$ cat src/rtl/be_lsu_pkg.sv
// Package: shared types for the big-endian lane unit.
// Assumes 8-bit lanes; the access width code is fixed by R2.
package be_lsu_pkg;

    localparam int LANE_W = 8;

    typedef enum logic [1:0] {
        SZ_BYTE = 2'b00,
        SZ_HALF = 2'b01,
        SZ_WORD = 2'b10,
        SZ_BAD  = 2'b11
    } acc_size_e;

endpackage

$ cat src/rtl/lsu_addr_gen.sv
// Effective-address generator and alignment checker.
// Adds a sign-extended displacement to the base, splits the sum into a
// word-aligned address and a lane offset, and flags accesses whose offset
// does not suit the access width. Assumes ADDR_W > OFFS_W.
module lsu_addr_gen
    import be_lsu_pkg::*;
#(
    parameter int ADDR_W   = 32,
    parameter int OFFS_W   = 16,
    parameter int OFS_BITS = 2
) (
    input  logic                clk,
    input  logic                rst_n,
    input  logic                req_valid,
    input  acc_size_e           size,
    input  logic [ADDR_W-1:0]   base,
    input  logic [OFFS_W-1:0]   offset,
    output logic [ADDR_W-1:0]   word_addr,
    output logic [OFS_BITS-1:0] lane_ofs,
    output logic                misalign,
    output logic                fault
);

    localparam int EXT_W = ADDR_W - OFFS_W;

    logic [ADDR_W-1:0] eff_addr;

    // Sum base and sign-extended displacement.
    always_comb begin
        eff_addr  = base + {{EXT_W{offset[OFFS_W-1]}}, offset};
        lane_ofs  = eff_addr[OFS_BITS-1:0];
        word_addr = {eff_addr[ADDR_W-1:OFS_BITS], {OFS_BITS{1'b0}}};
    end

    // Apply the width-dependent alignment rule.
    always_comb begin
        unique case (size)
            SZ_BYTE: misalign = 1'b0;
            SZ_HALF: misalign = lane_ofs[0];
            SZ_WORD: misalign = |lane_ofs;
            default: misalign = 1'b1;
        endcase
        fault = req_valid & misalign;
    end


    byte_never_faults_chk: assert property (@(posedge clk) disable iff (!rst_n)
        (req_valid && size == SZ_BYTE) |-> !fault);


    fault_needs_req_chk: assert property (@(posedge clk) disable iff (!rst_n)
        fault |-> req_valid);

endmodule

$ cat src/rtl/lsu_store_lane.sv
// Store lane placer: builds per-lane write strobes and copies the
// right-justified store data onto every lane that the width could touch.
// Lane i covers bits 8i+7:8i and holds big-endian byte offset LANES-1-i.
// Assumes wr_en is already gated by the alignment check.
module lsu_store_lane
    import be_lsu_pkg::*;
#(
    parameter int DATA_W   = 32,
    parameter int OFS_BITS = 2
) (
    input  logic                clk,
    input  logic                rst_n,
    input  logic                wr_en,
    input  acc_size_e           size,
    input  logic [OFS_BITS-1:0] lane_ofs,
    input  logic [DATA_W-1:0]   wdata,
    output logic [DATA_W/LANE_W-1:0] be,
    output logic [DATA_W-1:0]   lane_data
);

    localparam int LANES = DATA_W / LANE_W;

    for (genvar i = 0; i < LANES; i++) begin : g_lane
        localparam logic [OFS_BITS-1:0] BOFF = OFS_BITS'(LANES - 1 - i);

        // Strobe for this lane from width and offset.
        always_comb begin
            unique case (size)
                SZ_BYTE: be[i] = wr_en & (lane_ofs == BOFF);
                SZ_HALF: be[i] = wr_en & (lane_ofs[OFS_BITS-1:1] == BOFF[OFS_BITS-1:1]);
                SZ_WORD: be[i] = wr_en;
                default: be[i] = 1'b0;
            endcase
        end

        // Data for this lane from the replicated store unit.
        always_comb begin
            unique case (size)
                SZ_BYTE: lane_data[i*LANE_W +: LANE_W] = wdata[LANE_W-1:0];
                SZ_HALF: lane_data[i*LANE_W +: LANE_W] = BOFF[0] ? wdata[LANE_W-1:0]
                                                                 : wdata[2*LANE_W-1:LANE_W];
                default: lane_data[i*LANE_W +: LANE_W] = wdata[i*LANE_W +: LANE_W];
            endcase
        end
    end


    byte_store_onehot_chk: assert property (@(posedge clk) disable iff (!rst_n)
        (wr_en && size == SZ_BYTE) |-> $countones(be) == 1);


    half_store_pair_chk: assert property (@(posedge clk) disable iff (!rst_n)
        (wr_en && size == SZ_HALF) |-> $countones(be) == 2);


    idle_no_strobe_chk: assert property (@(posedge clk) disable iff (!rst_n)
        !wr_en |-> be == '0);

endmodule

$ cat src/rtl/lsu_load_align.sv
// Load aligner: records the width, extension and lane offset of an issued
// read, then in the next cycle shifts the addressed big-endian field to the
// top of the returned word and widens it. Assumes memory presents the word
// one cycle after the read strobe.
module lsu_load_align
    import be_lsu_pkg::*;
#(
    parameter int DATA_W   = 32,
    parameter int OFS_BITS = 2
) (
    input  logic                clk,
    input  logic                rst_n,
    input  logic                rd_issue,
    input  acc_size_e           size,
    input  logic                sgn,
    input  logic [OFS_BITS-1:0] lane_ofs,
    input  logic [DATA_W-1:0]   mem_rdata,
    output logic                rsp_valid,
    output logic [DATA_W-1:0]   rsp_data
);

    localparam int HALF_W = 2 * LANE_W;
    localparam int SH_W   = OFS_BITS + 3;

    logic                vld_q;
    acc_size_e           size_q;
    logic                sgn_q;
    logic [OFS_BITS-1:0] ofs_q;
    logic [DATA_W-1:0]   shifted;
    logic [LANE_W-1:0]   byte_f;
    logic [HALF_W-1:0]   half_f;
    logic [DATA_W-1:0]   result;

    // Hold the context of the read in flight.
    always_ff @(posedge clk) begin
        if (!rst_n) begin
            vld_q  <= 1'b0;
            size_q <= SZ_WORD;
            sgn_q  <= 1'b0;
            ofs_q  <= '0;
        end else begin
            vld_q <= rd_issue;
            if (rd_issue) begin
                size_q <= size;
                sgn_q  <= sgn;
                ofs_q  <= lane_ofs;
            end
        end
    end

    // Move the addressed field to the top and extend it.
    always_comb begin
        shifted = mem_rdata << {ofs_q, 3'b000};
        byte_f  = shifted[DATA_W-1 -: LANE_W];
        half_f  = shifted[DATA_W-1 -: HALF_W];
        unique case (size_q)
            SZ_BYTE: result = {{(DATA_W-LANE_W){sgn_q & byte_f[LANE_W-1]}}, byte_f};
            SZ_HALF: result = {{(DATA_W-HALF_W){sgn_q & half_f[HALF_W-1]}}, half_f};
            default: result = mem_rdata;
        endcase
        rsp_valid = vld_q;
        rsp_data  = vld_q ? result : '0;
    end


    rsp_follows_issue_chk: assert property (@(posedge clk) disable iff (!rst_n)
        rd_issue |=> rsp_valid);


    no_rsp_without_issue_chk: assert property (@(posedge clk) disable iff (!rst_n)
        !rd_issue |=> !rsp_valid);


    zero_ext_byte_chk: assert property (@(posedge clk) disable iff (!rst_n)
        (rsp_valid && size_q == SZ_BYTE && !sgn_q) |-> rsp_data[DATA_W-1:LANE_W] == '0);


    sign_ext_half_chk: assert property (@(posedge clk) disable iff (!rst_n)
        (rsp_valid && size_q == SZ_HALF && sgn_q)
            |-> rsp_data[DATA_W-1:HALF_W] == {(DATA_W-HALF_W){rsp_data[HALF_W-1]}});

endmodule

$ cat src/rtl/be_lane_unit.sv
// Top of the big-endian load/store lane unit. Joins the address generator,
// the store lane placer and the load aligner, and blocks all memory activity
// for a faulting request. Assumes one request per cycle and a data memory
// with one cycle of read latency.
module be_lane_unit
    import be_lsu_pkg::*;
#(
    parameter int ADDR_W = 32,
    parameter int DATA_W = 32,
    parameter int OFFS_W = 16
) (
    input  logic                    clk,
    input  logic                    rst_n,
    input  logic                    req_valid,
    input  logic                    req_write,
    input  logic [1:0]              req_size,
    input  logic                    req_signed,
    input  logic [ADDR_W-1:0]       req_base,
    input  logic [OFFS_W-1:0]       req_offset,
    input  logic [DATA_W-1:0]       req_wdata,
    output logic [ADDR_W-1:0]       mem_addr,
    output logic [DATA_W/8-1:0]     mem_wen,
    output logic [DATA_W-1:0]       mem_wdata,
    output logic                    mem_ren,
    input  logic [DATA_W-1:0]       mem_rdata,
    output logic                    rsp_valid,
    output logic [DATA_W-1:0]       rsp_data,
    output logic                    align_fault
);

    localparam int LANES    = DATA_W / LANE_W;
    localparam int OFS_BITS = $clog2(LANES);

    acc_size_e           size_e;
    logic [OFS_BITS-1:0] lane_ofs;
    logic                misalign;
    logic                wr_go;

    // Decode the width code and gate the memory strobes.
    always_comb begin
        size_e  = acc_size_e'(req_size);
        wr_go   = req_valid & req_write & ~misalign;
        mem_ren = req_valid & ~req_write & ~misalign;
    end

    lsu_addr_gen #(
        .ADDR_W  (ADDR_W),
        .OFFS_W  (OFFS_W),
        .OFS_BITS(OFS_BITS)
    ) addr_i (
        .clk      (clk),
        .rst_n    (rst_n),
        .req_valid(req_valid),
        .size     (size_e),
        .base     (req_base),
        .offset   (req_offset),
        .word_addr(mem_addr),
        .lane_ofs (lane_ofs),
        .misalign (misalign),
        .fault    (align_fault)
    );

    lsu_store_lane #(
        .DATA_W  (DATA_W),
        .OFS_BITS(OFS_BITS)
    ) store_i (
        .clk      (clk),
        .rst_n    (rst_n),
        .wr_en    (wr_go),
        .size     (size_e),
        .lane_ofs (lane_ofs),
        .wdata    (req_wdata),
        .be       (mem_wen),
        .lane_data(mem_wdata)
    );

    lsu_load_align #(
        .DATA_W  (DATA_W),
        .OFS_BITS(OFS_BITS)
    ) load_i (
        .clk      (clk),
        .rst_n    (rst_n),
        .rd_issue (mem_ren),
        .size     (size_e),
        .sgn      (req_signed),
        .lane_ofs (lane_ofs),
        .mem_rdata(mem_rdata),
        .rsp_valid(rsp_valid),
        .rsp_data (rsp_data)
    );


    fault_blocks_memory_chk: assert property (@(posedge clk) disable iff (!rst_n)
        align_fault |-> (mem_wen == '0 && !mem_ren));


    word_store_full_chk: assert property (@(posedge clk) disable iff (!rst_n)
        (req_valid && req_write && req_size == 2'b10 && !align_fault)
            |-> (mem_wen == '1 && mem_wdata == req_wdata));

endmodule

$ cat config.mk
export PLATFORM = sky130hd
export DESIGN_NAME = be_lane_unit
export DESIGN_NICKNAME = d
export VERILOG_FILES = /design/src/rtl/be_lsu_pkg.sv /design/src/rtl/lsu_addr_gen.sv /design/src/rtl/lsu_store_lane.sv /design/src/rtl/lsu_load_align.sv /design/src/rtl/be_lane_unit.sv
export SDC_FILE = /design/constraint.sdc
export NUM_CORES = 1
export LEC_CHECK = 0
export ABC_AREA = 0
export BUFFER_PORTS_ARGS = -buffer_cell sky130_fd_sc_hd__buf_4
export CORE_ASPECT_RATIO = 0.75
export CORE_MARGIN = 2
export CORE_UTILIZATION = 30
export CTS_BUF_LIST = sky130_fd_sc_hd__clkbuf_4
export CTS_CLUSTER_SIZE = 14
export DETAILED_ROUTE_END_ITERATION = 16
export PLACE_DENSITY = 0.6
export SLEW_MARGIN = 20
export SYNTH_ARGS = -nofsm -noshare
export SYNTH_HDL_FRONTEND = slang
export SYNTH_SLANG_ARGS = --single-unit
$ cat constraint.sdc
create_clock -name clk -period 5.3 [get_ports clk]
set_input_delay 1.06 -clock clk [delete_from_list [all_inputs] [get_ports clk]]
set_output_delay 1.06 -clock clk [all_outputs]
set_load 0.02 [all_outputs]
==> results.json, run 1 <==
{
  "status": "finished clean",
  "vias_per_cell": 5.22,
  "clock.fmax_mhz": 220,
  "cts_tree": "built",
  "synth_edf_count": 0,
  "grt_use_total_pct": 19.5,
  "p_leak_nw": 2.37,
  "setup_tns_ns": 0,
  "place_hpwl_mm": 10.5,
  "crit_path_start_kind": "input pin",
  "p_sw_share_pct": 50.1,
  "antenna_found_initial": 0,
  "path_class": "in -> out",
  "ys_types": 58,
  "area_growth_pct": 42.7,
  "hold_start": "load_i.sgn_q",
  "dp_cells": 777,
  "finClkSkew_ns": 0,
  "drt_wl_total_mm": 12.6,
  "nFillCells": 1174,
  "num_rows": 33,
  "cts-resized-gates": 0,
  "relSlewSlack_pct": 24.2,
  "worst_slew_pin_slew_ns": 1.13,
  "dr_total_vias": 4068,
  "cts_max_level": 1,
  "setup_viol": 0,
  "cts_setup_buffers": 0,
  "dpl_cell_area_um2": 4820,
  "pin_count": 222,
  "fp.dieH_um": 96.1,
  "finalHoldViolations": 0,
  "ff2ff_setup_slack_ns": 4.16,
  "utilization_pct": 44.1,
  "yosysWarnings": 0,
  "drc": 0,
  "ys_seq_elements": 6,
  "initial_core_util_pct": 30.9,
  "netlist_area_um2": 3390,
  "overflow": 0,
  "regToRegStartpoint": "load_i.size_q[1]",
  "fin_nets": 793,
  "critPathCaptureType": "output pin",
  "cellPowerDensity_nw_per_um2": 148,
  "setup_ws_ns": 0.762,
  "grt_first_pass_wirelength_mm": 19.5,
  "clkSinkCount": 6,
  "port_buffers": 219,
  "r2r_end": "load_i.size_q[1]",
  "multi_input_area_um2": 2760,
  "first_pass_iters": 5,
  "pre_cts_ws_ns": 0.756,
  "path_clk_slew_ns": 0.04,
  "cts_made_buffers": 3,
  "required_ns": 4.24,
  "ys_seq_area_share_pct": 3.54,
  "maxCapViolations": 0,
  "postSynthAreaPerCell_um2": 7.08,
  "power_frac_seq_pct": 7.7,
  "drtIter0Drc": 275,
  "place_congestion": 0.899,
  "timing.hold.ws_ns": 0.464,
  "grt_max_degree": 33,
  "crit_arrival_ns": 3.48,
  "fp.coreArea_um2": 11000,
  "drive_above_1_share_pct": 40.9,
  "wl_per_cell_um": 16.2,
  "postRouteAntennaNets": 0,
  "peakVddDrop_mv": 0.0728,
  "finalCritPeriodShare_pct": 85.6,
  "final_cell_count_no_fill": 780,
  "async_flop_share_pct": 0,
  "clockBufferDepth": 2,
  "whs_path_depth": 2,
  "fin_crit_ns": 4.54,
  "finalPower_uw": 715,
  "die-width_um": 127,
  "clk_root_buffer_cell": "clkbuf_4",
  "ff2ff_path_depth": 2,
  "p_sw_uw": 358,
  "holdBufCountCts": 0,
  "final_cell_area_um2": 4840,
  "critPathMaxFanout": 4,
  "synthCells": 479,
  "hold_class": "reg -> reg",
  "internal_power_uw": 356,
  "grt_setup_unrepaired": "false",
  "synth_ff_type": "dfxtp_1",
  "regArea_um2": 120,
  "clockPowerShare_pct": 5.7,
  "dieArea_um2": 12200,
  "num_antenna_cells": 0,
  "slew_violations": 0,
  "clk-insertion-delay-late_ns": 0.24,
  "combPwrFrac_pct": 86.6,
  "worstHoldEndpoint": "load_i.sgn_q",
  "grt_pass1_vias": 3693
}
how the worst max path moves through the flow:
stage	start	depth (start not counted)	slack [ns]	to
after global routing	req_base[0]	12	0.59	mem_addr[30]
after CTS	req_base[0]	12	0.75	mem_addr[30]
after global placement	req_base[0]	12	0.83	mem_addr[30]
after detailed placement	req_base[0]	12	0.76	mem_addr[30]
final	req_base[0]	12	0.76	mem_addr[30]
after floorplan	req_base[0]	11	1.20	mem_addr[28]
logic make-up after synthesis:
kind of cell / count (synthesis) / synth area share [%]
AOI/OAI and AO/OA: 159 / 30.5
xor gates and xnor gates: 29 / 7.49
adders and majority gates: 32 / 12.0
buffers and inverters: 92 / 15.3
DFF: 6 / 3.54
muxes: 33 / 13.3
other: 1 / 0.111
and+or+nand+nor: 127 / 17.7
synthesized netlist by cell type (3+ instances only):
cell type | count | share of area (%)
mux4_2 | 8 | 5.3
xnor2_1 | 17 | 4.4
and3_1 | 4 | 0.74
a311oi_1 | 3 | 0.78
nor3_1 | 12 | 1.8
a21oi_1 | 61 | 9.0
a21o_1 | 9 | 2.0
nand4_1 | 5 | 0.92
o211ai_1 | 3 | 0.66
clkbuf_1 | 17 | 1.9
a222oi_1 | 8 | 2.4
inv_1 | 26 | 2.9
dfxtp_1 | 6 | 3.5
nor2b_1 | 10 | 1.8
buf_2 | 3 | 0.44
nand2_1 | 60 | 6.6
o21ai_0 | 30 | 4.4
mux2_2 | 16 | 5.3
a211o_1 | 5 | 1.3
buf_4 | 41 | 9.1
nand3_1 | 10 | 1.5
and2_1 | 5 | 0.92
ha_1 | 31 | 11
xor2_1 | 12 | 3.1
nor2_1 | 13 | 1.4
o21ai_1 | 8 | 1.2
a21oi_2 | 4 | 1.0
mux2i_1 | 9 | 2.7
o21bai_1 | 5 | 1.1
power by group through the flow:
stage,sequential [mW],clock [mW],combinational (mW)
finish,0.0547,0.0409,0.619
global placement,0.0554,0,0.612
global route,0.0557,0.0460,0.667
floorplan,0.0499,0,0.449
detailed placement,0.0557,0,0.617
CTS,0.0549,0.0419,0.620
placed cells by master, fill, tap and decap left out, drive strengths merged, types with 4 or more instances in the layout:
cell type / netlist / final
nor3: 13 / 13
ha: 31 / 31
nor2: 13 / 13
nor2b: 10 / 10
nand4: 5 / 5
a211o: 5 / 5
nand2: 60 / 60
o21bai: 5 / 5
a21oi: 66 / 66
inv: 28 / 28
and2: 5 / 5
and3: 4 / 4
nand3: 10 / 10
mux2: 16 / 16
a222oi: 8 / 8
buf: 47 / 221
xnor2: 17 / 17
dfxtp: 6 / 6
mux2i: 9 / 9
o21ai: 39 / 39
a21o: 9 / 9
xor2: 12 / 12
mux4: 8 / 8
metal layers:
metal | routed length [µm] | vias up | track usage (%)
li1 | - | 2035 | -
met1 | 5640 | 1847 | 25.7
met2 | 5840 | 174 | 34.5
met3 | 975 | 12 | 3.34
met4 | 161 | 0 | 3.11
met5 | 0 | - | 0
cell type report:
cell class              instances  share of cell area (%)
well taps                     140                    3.62
multi-input cells             382                    57.0
flip-flops and latches          6                    2.48
inverters                      28                    2.17
repair buffers                221                    34.3
clock buffers                   3                   0.465
sequential cells by signal (all words and copies together), names as in the netlist:
name and count:
load_i.ofs_q 2, load_i.rsp_valid 1, load_i.sgn_q 1, load_i.size_q 2
worst max-delay path, stage by stage:
cell and delay (ns):
buf_4 0.11, ha_1 0.22, fa_1 0.41, a21oi_1 0.22, o21ai_1 0.11, o21ai_1 0.20, nand3_1 0.21, a31o_1 0.28
nand4_1 0.13, a21oi_1 0.09, a311oi_1 0.25, buf_4 0.18
(Power assumes the default switching activity.)
==> run 2, diff against run 1 <==
--- a/config.mk
+++ b/config.mk
@@ -7,13 +7,15 @@
 export LEC_CHECK = 0
 export ABC_AREA = 0
 export BUFFER_PORTS_ARGS = -buffer_cell sky130_fd_sc_hd__buf_4
+export CELL_PAD_IN_SITES_DETAIL_PLACEMENT = 1
+export CELL_PAD_IN_SITES_GLOBAL_PLACEMENT = 1
 export CORE_ASPECT_RATIO = 0.75
 export CORE_MARGIN = 2
 export CORE_UTILIZATION = 30
 export CTS_BUF_LIST = sky130_fd_sc_hd__clkbuf_4
 export CTS_CLUSTER_SIZE = 14
 export DETAILED_ROUTE_END_ITERATION = 16
-export PLACE_DENSITY = 0.6
+export PLACE_DENSITY_LB_ADDON = 0.12
 export SLEW_MARGIN = 20
 export SYNTH_ARGS = -nofsm -noshare
 export SYNTH_HDL_FRONTEND = slang
==> run 2 against run 1 <==
Net effect: final area unchanged; largest cell class unchanged; total power increased by 1.3%; core utilization unchanged; largest power group unchanged; critical endpoint is now mem_addr[28]; sequential cell count unchanged.
==> results.json, run 2 (synthesized netlist as in run 1, its figures left out) <==
{
  "grt_pass1_vias": 4283,
  "dr_total_vias": 4121,
  "crit_arrival_ns": 3.57,
  "dieArea_um2": 12200,
  "fp.dieH_um": 96.1,
  "path_class": "in -> out",
  "clockPowerShare_pct": 5.6,
  "clockBufferDepth": 2,
  "p_leak_nw": 2.37,
  "clk_root_buffer_cell": "clkbuf_4",
  "worstHoldEndpoint": "load_i.sgn_q",
  "peakVddDrop_mv": 0.0675,
  "finClkSkew_ns": 0,
  "power_frac_seq_pct": 7.6,
  "path_clk_slew_ns": 0.04,
  "hold_start": "load_i.sgn_q",
  "p_sw_uw": 367,
  "place_hpwl_mm": 11.3,
  "internal_power_uw": 357,
  "cts_tree": "built",
  "hold_class": "reg -> reg",
  "place_congestion": 0.806,
  "grt_setup_unrepaired": "false",
  "slew_violations": 0,
  "r2r_end": "load_i.size_q[1]",
  "required_ns": 4.24,
  "fin_crit_ns": 4.63,
  "maxCapViolations": 0,
  "area_growth_pct": 42.7,
  "drtIter0Drc": 254,
  "postRouteAntennaNets": 0,
  "worst_slew_pin_slew_ns": 1.05,
  "cellPowerDensity_nw_per_um2": 150,
  "ff2ff_path_depth": 2,
  "wl_per_cell_um": 17.3,
  "port_buffers": 219,
  "final_cell_area_um2": 4840,
  "overflow": 0,
  "regToRegStartpoint": "load_i.size_q[1]",
  "holdBufCountCts": 0,
  "final_common_cell": "buf_4",
  "die-width_um": 127,
  "drt_wl_total_mm": 13.5,
  "dpl_cell_area_um2": 4820,
  "grt_first_pass_wirelength_mm": 21.5,
  "critPathMaxFanout": 4,
  "first_pass_iters": 4,
  "crit_path_start_kind": "input pin",
  "status": "finished clean",
  "antenna_found_initial": 0,
  "cts_setup_buffers": 0,
  "combPwrFrac_pct": 86.8,
  "setup_viol": 0,
  "finalHoldViolations": 0,
  "initial_core_util_pct": 30.9,
  "drc": 0,
  "layout_common_cells": "buf_4, a21oi_1, nand2_1",
  "finalCritPeriodShare_pct": 87.3,
  "drive_above_1_share_pct": 40.9,
  "setup_ws_ns": 0.672,
  "fp.coreArea_um2": 11000,
  "vias_per_cell": 5.28,
  "p_sw_share_pct": 50.7,
  "ff2ff_setup_slack_ns": 4.13,
  "dp_cells": 777,
  "reg.largest.list": "load_i.ofs_q (2), load_i.size_q (2)",
  "cts_max_level": 1,
  "timing.hold.ws_ns": 0.473,
  "num_antenna_cells": 0,
  "grt_max_degree": 33,
  "final_cell_count_no_fill": 780,
  "clkSinkCount": 6,
  "whs_path_depth": 2,
  "setup_tns_ns": 0,
  "cts_made_buffers": 3,
  "fin_nets": 793,
  "relSlewSlack_pct": 29.7,
  "critPathCaptureType": "output pin",
  "clk-insertion-delay-late_ns": 0.23,
  "grt_use_total_pct": 21.4,
  "pin_count": 222,
  "num_rows": 33,
  "cts-resized-gates": 0,
  "pre_cts_ws_ns": 0.681,
  "clock.fmax_mhz": 216
}
run 2: metal layers:
| layer | up-vias | GRT usage (%) | share of wire (%) |
|---|---|---|---|
| met2 | 145 | 38.0 | 48 |
| met4 | 0 | 3.75 | 0.84 |
| met5 | - | 0 | 0 |
| met3 | 8 | 3.50 | 7.1 |
| met1 | 1934 | 27.9 | 44 |
| li1 | 2034 | - | - |
run 2: worst max path at each step:
stage	cells past startpoint	start	to
finish	12	req_base[0]	mem_addr[28]
global route	12	req_base[0]	mem_addr[28]
global placement	12	req_base[0]	mem_addr[30]
detailed placement	12	req_base[0]	mem_addr[28]
CTS	12	req_base[0]	mem_addr[28]
floorplan	11	req_base[0]	mem_addr[28]
run 2: final cells by class:
cell class                      instances  area (µm²)
Clock buffer                            3        22.5
Fill cell                            1388        6140
Inverter                               28         105
Multi-Input combinational cell        382        2760
Sequential cell                         6         120
Tap cell                              140         175
Timing Repair Buffer                  221        1660
run 2: through the flow:
step                      util (%)  power (mW)
after global placement        43.8       0.674
after global routing          44.1       0.785
after detailed placement      43.8       0.685
after floorplan                  -       0.499
final                         44.1       0.724
after CTS                     44.1       0.729
run 2: critical path, stage by stage:
cell and delay, ns:
buf_4 0.11, ha_1 0.22, fa_1 0.41, a21oi_1 0.23, o21ai_1 0.13, o21ai_1 0.19, nand3_1 0.18, a31o_1 0.27
nand4_1 0.17, and2_1 0.24, a311o_1 0.21, buf_4 0.14
run 2: power groups by stage:
| stage | clock network [mW] | registers [mW] | logic (mW) |
|---|---|---|---|
| 2_1_floorplan | 0 | 0.0499 | 0.449 |
| 3_3_place_gp | 0 | 0.0560 | 0.618 |
| 3_5_place_dp | 0 | 0.0560 | 0.629 |
| 4_1_cts | 0.0423 | 0.0551 | 0.632 |
| 5_1_grt | 0.0465 | 0.0558 | 0.683 |
| 6_report | 0.0403 | 0.0552 | 0.628 |
